==> src/rtl/lia_pkg.sv <==
package lia_pkg;
  localparam int WORD_BITS = 32;
  typedef enum logic [1:0] {
    GRP_STAT  = 2'd0,
    GRP_MSTAT = 2'd1,
    GRP_MSET  = 2'd2,
    GRP_MCLR  = 2'd3
  } grp_e;
endpackage

==> src/rtl/lia_sync.sv <==
module lia_sync #(
  parameter int W = 96
) (
  input  logic         clk_i,
  input  logic         rst_ni,
  input  logic [W-1:0] d_i,
  output logic [W-1:0] q_o
);
  logic [W-1:0] s1_q, s2_q;
  logic [1:0]   warm_q;

  always_ff @(posedge clk_i or negedge rst_ni) begin
    if (!rst_ni) begin
      s1_q   <= '0;
      s2_q   <= '0;
      warm_q <= '0;
    end else begin
      s1_q <= d_i;
      s2_q <= s1_q;
      if (warm_q != 2'd3) warm_q <= warm_q + 2'd1;
    end
  end

  assign q_o = s2_q;

  // two-edge latency, once both stages hold post-reset samples
  a_r2_two_stage: assert property (@(posedge clk_i) disable iff (!rst_ni)
    (warm_q >= 2'd2) |-> (q_o == $past(d_i, 2)));
endmodule

==> src/rtl/lia_decode.sv <==
module lia_decode
  import lia_pkg::*;
#(
  parameter int NW     = 3,
  parameter int ADDR_W = 6,
  parameter int WW     = 2
) (
  input  logic [ADDR_W-1:0] addr_i,
  output logic              valid_o,
  output grp_e              grp_o,
  output logic [WW-1:0]     word_o
);
  localparam int SPAN = 16 * NW;

  int unsigned idx, base;

  always_comb begin
    idx     = 32'(addr_i) >> 2;
    valid_o = (32'(addr_i) < SPAN) && (addr_i[1:0] == 2'b00);
    if (idx >= 3 * NW) begin
      grp_o = GRP_MCLR;  base = 3 * NW;
    end else if (idx >= 2 * NW) begin
      grp_o = GRP_MSET;  base = 2 * NW;
    end else if (idx >= NW) begin
      grp_o = GRP_MSTAT; base = NW;
    end else begin
      grp_o = GRP_STAT;  base = 0;
    end
    word_o = WW'(idx - base);
  end
endmodule

==> src/rtl/lia_bank.sv <==
module lia_bank
  import lia_pkg::*;
#(
  parameter int NW = 3,
  parameter int WW = 2
) (
  input  logic                    clk_i,
  input  logic                    rst_ni,
  input  logic                    wr_i,
  input  grp_e                    grp_i,
  input  logic [WW-1:0]           word_i,
  input  logic [WORD_BITS-1:0]    wdata_i,
  input  logic [NW*WORD_BITS-1:0] status_i,
  output logic [NW*WORD_BITS-1:0] mask_o,
  output logic                    irq_o
);
  logic [NW-1:0][WORD_BITS-1:0] mask_q;
  logic                         irq_q;

  always_ff @(posedge clk_i or negedge rst_ni) begin
    if (!rst_ni) begin
      mask_q <= '1;
    end else if (wr_i) begin
      for (int w = 0; w < NW; w++) begin
        if (word_i == WW'(w)) begin
          if (grp_i == GRP_MSET)      mask_q[w] <= mask_q[w] | wdata_i;
          else if (grp_i == GRP_MCLR) mask_q[w] <= mask_q[w] & ~wdata_i;
        end
      end
    end
  end

  assign mask_o = mask_q;

  always_ff @(posedge clk_i or negedge rst_ni) begin
    if (!rst_ni) irq_q <= 1'b0;
    else         irq_q <= |(status_i & ~mask_o);
  end

  assign irq_o = irq_q;

  for (genvar w = 0; w < NW; w++) begin : g_chk
    a_r4_set_masks: assert property (@(posedge clk_i) disable iff (!rst_ni)
      (wr_i && grp_i == GRP_MSET && word_i == WW'(w)) |=>
        (((mask_q[w] & $past(wdata_i)) == $past(wdata_i)) &&
         ((mask_q[w] & ~$past(wdata_i)) == ($past(mask_q[w]) & ~$past(wdata_i)))));
    a_r5_clr_unmasks: assert property (@(posedge clk_i) disable iff (!rst_ni)
      (wr_i && grp_i == GRP_MCLR && word_i == WW'(w)) |=>
        (((mask_q[w] & $past(wdata_i)) == '0) &&
         ((mask_q[w] & ~$past(wdata_i)) == ($past(mask_q[w]) & ~$past(wdata_i)))));
  end

  a_r6_ro_groups: assert property (@(posedge clk_i) disable iff (!rst_ni)
    (!wr_i || grp_i == GRP_STAT || grp_i == GRP_MSTAT) |=> $stable(mask_q));
  a_r7_quiet: assert property (@(posedge clk_i) disable iff (!rst_ni)
    ((status_i & ~mask_o) == '0) |=> !irq_o);
  a_r7_level: assert property (@(posedge clk_i) disable iff (!rst_ni)
    ((status_i & ~mask_o) != '0) |=> irq_o);
endmodule

==> src/rtl/lvl_irq_aggr.sv <==
module lvl_irq_aggr
  import lia_pkg::*;
#(
  parameter int NUM_WORDS = 3,
  parameter int NUM_CPUS  = 2,
  localparam int SRC_W    = NUM_WORDS * WORD_BITS,
  localparam int ADDR_W   = $clog2(16 * NUM_WORDS),
  localparam int CPU_W    = (NUM_CPUS > 1) ? $clog2(NUM_CPUS) : 1
) (
  input  logic                 clk_i,
  input  logic                 rst_ni,
  input  logic [SRC_W-1:0]     src_i,
  input  logic                 req_i,
  input  logic                 we_i,
  input  logic [CPU_W-1:0]     cpu_sel_i,
  input  logic [ADDR_W-1:0]    addr_i,
  input  logic [WORD_BITS-1:0] wdata_i,
  output logic [WORD_BITS-1:0] rdata_o,
  output logic [NUM_CPUS-1:0]  irq_o
);
  localparam int WW = (NUM_WORDS > 1) ? $clog2(NUM_WORDS) : 1;

  initial begin
    if (NUM_WORDS < 2 || NUM_WORDS > 5) $error("NUM_WORDS must be 2..5");
  end

  logic [SRC_W-1:0]                 status;
  logic [NUM_CPUS-1:0][SRC_W-1:0]   mask_all;
  logic [NUM_CPUS-1:0]              bank_wr;
  logic                             acc_ok;
  grp_e                             grp;
  logic [WW-1:0]                    word;
  logic [WORD_BITS-1:0]             rd_next, rdata_q;

  lia_sync #(.W(SRC_W)) u_sync (
    .clk_i (clk_i),
    .rst_ni(rst_ni),
    .d_i   (src_i),
    .q_o   (status)
  );

  lia_decode #(.NW(NUM_WORDS), .ADDR_W(ADDR_W), .WW(WW)) u_dec (
    .addr_i (addr_i),
    .valid_o(acc_ok),
    .grp_o  (grp),
    .word_o (word)
  );

  for (genvar c = 0; c < NUM_CPUS; c++) begin : g_bank
    assign bank_wr[c] = req_i && we_i && acc_ok && (32'(cpu_sel_i) == c);

    lia_bank #(.NW(NUM_WORDS), .WW(WW)) u_bank (
      .clk_i   (clk_i),
      .rst_ni  (rst_ni),
      .wr_i    (bank_wr[c]),
      .grp_i   (grp),
      .word_i  (word),
      .wdata_i (wdata_i),
      .status_i(status),
      .mask_o  (mask_all[c]),
      .irq_o   (irq_o[c])
    );

    a_r8_bank_isolated: assert property (@(posedge clk_i) disable iff (!rst_ni)
      (!(req_i && we_i && (32'(cpu_sel_i) == c))) |=> $stable(mask_all[c]));
  end

  always_comb begin
    rd_next = '0;
    for (int c = 0; c < NUM_CPUS; c++) begin
      for (int w = 0; w < NUM_WORDS; w++) begin
        if (32'(cpu_sel_i) == c && word == WW'(w)) begin
          if (grp == GRP_STAT)       rd_next = status[w*WORD_BITS +: WORD_BITS];
          else if (grp == GRP_MSTAT) rd_next = mask_all[c][w*WORD_BITS +: WORD_BITS];
        end
      end
    end
  end

  always_ff @(posedge clk_i or negedge rst_ni) begin
    if (!rst_ni)                        rdata_q <= '0;
    else if (req_i && !we_i && acc_ok)  rdata_q <= rd_next;
    else if (req_i && !we_i)            rdata_q <= '0;
  end

  assign rdata_o = rdata_q;

  a_r9_bad_read_zero: assert property (@(posedge clk_i) disable iff (!rst_ni)
    (req_i && !we_i && (!acc_ok || 32'(cpu_sel_i) >= NUM_CPUS)) |=> (rdata_o == '0));
  a_r9_hold: assert property (@(posedge clk_i) disable iff (!rst_ni)
    (!(req_i && !we_i)) |=> $stable(rdata_o));
endmodule

==> config.mk <==
export PLATFORM = sky130hd
export DESIGN_NAME = lvl_irq_aggr
export DESIGN_NICKNAME = d
export VERILOG_FILES = /design/src/rtl/lia_pkg.sv /design/src/rtl/lia_sync.sv /design/src/rtl/lia_decode.sv /design/src/rtl/lia_bank.sv /design/src/rtl/lvl_irq_aggr.sv
export SDC_FILE = /design/constraint.sdc
export NUM_CORES = 1
export LEC_CHECK = 0
export BUFFER_PORTS_ARGS = -buffer_cell sky130_fd_sc_hd__buf_2
export CAP_MARGIN = 20
export CORE_UTILIZATION = 32
export CTS_BUF_LIST = sky130_fd_sc_hd__clkbuf_16
export DETAILED_ROUTE_END_ITERATION = 7
export REMOVE_ABC_BUFFERS = 1
export SYNTH_ARGS = -nofsm -noshare
export SYNTH_HDL_FRONTEND = slang
export SYNTH_SLANG_ARGS = --single-unit
==> constraint.sdc <==
create_clock -name clk_i -period 2.5 [get_ports clk_i]
set_clock_uncertainty 0.05 [all_clocks]
set_input_delay 0.625 -clock clk_i [delete_from_list [all_inputs] [get_ports clk_i]]
set_output_delay 0.625 -clock clk_i [all_outputs]
set_load 0.01 [all_outputs]
==> results.cfg <==
[route]
drt_wl_total_um = 98200
vias = 19759
wire_per_inst_um = 30.6
drt.antenna.violating_nets = 0
drc_errors = 32
dr.pass1.iters = 8
drt-initial-drc-count = 2624
vias_per_cell = 6.15

[yosys]
ys_ff_latch = 418
ys_warn_count = 0
avgSynthCellArea_um2 = 9.82
syn_inst = 2031
netlist_area_mm2 = 0.0199
synth-async-reset-ratio = 1.00
synth_edf_count = 0
synth.distinct_cells = 69
ys_seq_area_frac = 0.536
synth_ff_type = dfrtp_1

[timing]
drv_slew = 0
tightest_slew_ps = 783
max_slew_margin = 0.476
maxClockFrequency_mhz = 405
hold_slack_ps = 79.6
final-hold-violation-count = 0
finalCriticalPeriod_ps = 2470
tns_ps = 0
fin_crit_sh = 0.988
finalSetupViolCount = 0
setup_slack_ps = 29.4

[clock_network]
clk_latency_ps = 590
clockBufferDepth = 3
tritoncts = built
clock_sinks = 418
path_clk_slew_ps = 60
cts-root-buf = clkbuf_16
htreeDepth = 2
cts_buffers = 47

[setup_path]
crit_chain = buf_8, nand2b_4, o21a_1, nand2_2, ha_4, or3b_4, a21oi_4, buf_6, buf_8, buf_4, a31oi_1, a211oi_2, a21oi_1
crit_slowest_cell = or3b_4
required_ps = 2930
cp-start-kind = input pin
timing.critical_path.buf_inv = 4
cp_top_family = compound AO/OA/AOI/OAI gates
crit_path_frequent_cell = buf_8
cp-end-kind = flip-flop
crit_arrival_ps = 2900
crit_type = input pin to flip-flop
crit_fanout = 6
ff2ff_setup_slack_ps = 90
r2r-start = u_sync.q_o[33]$_DFF_PN0_
r2r-end = g_bank[1].u_bank.irq_o$_DFF_PN0_
r2r_cells = 6
critPathMaxStageDelay_ps = 400

[finish]
final_area_mm2 = 0.0257
layout.cells.non_filler = 3214
antennaDiodeCount = 0
layout.nets = 2478
multi_input_area_mm2 = 0.00827
layout-drive-gt1-share = 0.324
fillerInstances = 6007
final_util = 0.417
syn_to_final_growth_pct = 28.8
seqCellArea_mm2 = 0.0107

[global_route]
grt_usage = 0.303
grt_max_degree = 85
grt_pass1_wl_um = 138000
antenna_found_initial = 1
overflow = 0
first_global_vias = 18723

[floorplanning]
ios = 173
die_x_um = 252
start_util = 0.324
die_area_mm2 = 0.0633
coreArea_mm2 = 0.0616
die_h_um = 252
rows = 91

[power]
peakVddDrop_mv = 0.543
power_density_mw_per_mm2 = 711
power.static_leakage_nw = 10.5
total_power_mw = 18.3

[hold_path]
hold_path_depth = 1
hold_start = src_i[54]
hold_class = input pin to flip-flop
hold_path_end = u_sync.s1_q[54]$_DFF_PN0_

[place]
placed_area_mm2 = 0.0236
gp_congestion = 1.04
place_worst_setup_slack_ps = -830
dpl.hpwl_um = 72700
port_buffers = 172
dp_cells = 3112

[job]
cap_violations = 0

[run_status]
violations = design-rule violations
status = finished with violations
-- timing repair --
action / CTS / global route
resized for setup: 14 / 38
endpoints found under the hold margin: 12 / 0
gates cloned: 2 / 3
hold buffers: 1 / 0
setup buffers: 1 / 8
pin swaps: 2 / 11
setup endpoints to repair: 26 / 87
-- where the power goes --
part | switching [mW] | internal [mW]
Combinational | 1.64 | 1.03
Clock | 3.03 | 4.26
Sequential | 0.750 | 7.56
-- synthesized netlist by cell type, types with 4 or more instances --
cell type  number  area [µm²]
o221ai_1       34         298
o21a_1         13        97.6
buf_1           9        33.8
nand2b_1       12        75.1
a21oi_1       282        1410
buf_2          33         165
a22o_1          6        52.6
a21boi_0       12        90.1
mux2i_1        34         340
clkbuf_1      145         544
dfstp_2       192        5040
dfrtp_1       226        5660
a2bb2oi_1      15         131
a22oi_1        57         428
a31o_2          8        70.1
o21ai_0        84         420
nand3_1        29         145
and2_1          5        31.3
a211oi_1       16         120
nand4_1         8        50.1
o22ai_1       124         776
a32o_1         11         110
inv_1         109         409
a221oi_1       12         105
o31ai_1         4        30.0
a21o_1          6        45.0
buf_4           5        37.5
nand2_1       117         439
nor4_1         19         119
o211ai_1        7        52.6
o211a_1        13         130
o22a_1          9        78.8
a221o_1         9        90.1
nor3_1          8        40.0
and3_1         14        87.6
nor2_1         66         248
a31oi_1       208        1300
a222oi_1       14         140
nor2b_1         6        37.5
a32oi_1         6        52.6
-- cell usage in the layout, fill, tap and decap left out, drive strengths merged, types with 7 or more instances in the layout --
master      n
a221oi     12
a32o       11
mux2i      34
a221o       9
o211ai      7
nand4       8
o21a       13
buf       445
a211oi     17
dfstp     192
clkbuf     51
clkinv     13
nor3       10
clkinvlp    7
o22a        9
o221ai     34
a2bb2oi    15
nor2       66
nand2b     12
o21ai      85
a31o        8
dfrtp     226
nand2     117
and3       14
inv       122
bufinv      7
nand3      29
a222oi     14
nor4       19
and2        8
a31oi     208
o22ai     124
a21oi     282
a22oi      57
a21boi     13
o211a      13
-- final cells by class --
type,instances,share of cell area
Tap cell,837,0.0408
Multi-Input combinational cell,1312,0.322
Sequential cell,418,0.417
Clock inverter,40,0.0163
Inverter,109,0.0159
Timing Repair Buffer,450,0.141
Clock buffer,48,0.0468
-- routing by layer --
layer,up-vias,global-route usage,share of wire
met2,1322,0.463,0.44
li1,8336,-,-
met3,248,0.0479,0.094
met4,2,0.147,0.053
met5,-,0,0.000092
met1,9851,0.417,0.41
-- logic make-up (layout without fill, tap and decap cells) --
logic type	Yosys count	count (layout)	synth area share
AOI/OAI and AO/OA	968	968	0.311
DFF	418	418	0.536
and+or+nand+nor	304	304	0.0725
buffers and inverters	301	647	0.0597
muxes	36	36	0.0182
xor gates and xnor gates	3	3	0.00169
adders and majority gates	1	1	0.000627
-- worst max path at each step --
stage / from / end / slack [ps] / cells past startpoint
2_1_floorplan: addr_i[2] / rdata_o[16]$_DFFE_PN0P_ / -4530 / 4
3_3_place_gp: addr_i[3] / rdata_o[15]$_DFFE_PN0P_ / -850 / 14
3_5_place_dp: addr_i[3] / rdata_o[15]$_DFFE_PN0P_ / -830 / 14
4_1_cts: u_sync.q_o[41]$_DFF_PN0_ / g_bank[1].u_bank.irq_o$_DFF_PN0_ / 2 / 6
5_1_grt: addr_i[3] / rdata_o[9]$_DFFE_PN0P_ / -30 / 14
6_report: addr_i[3] / rdata_o[9]$_DFFE_PN0P_ / 30 / 13
Note: power is estimated with default switching activity, not from simulation.
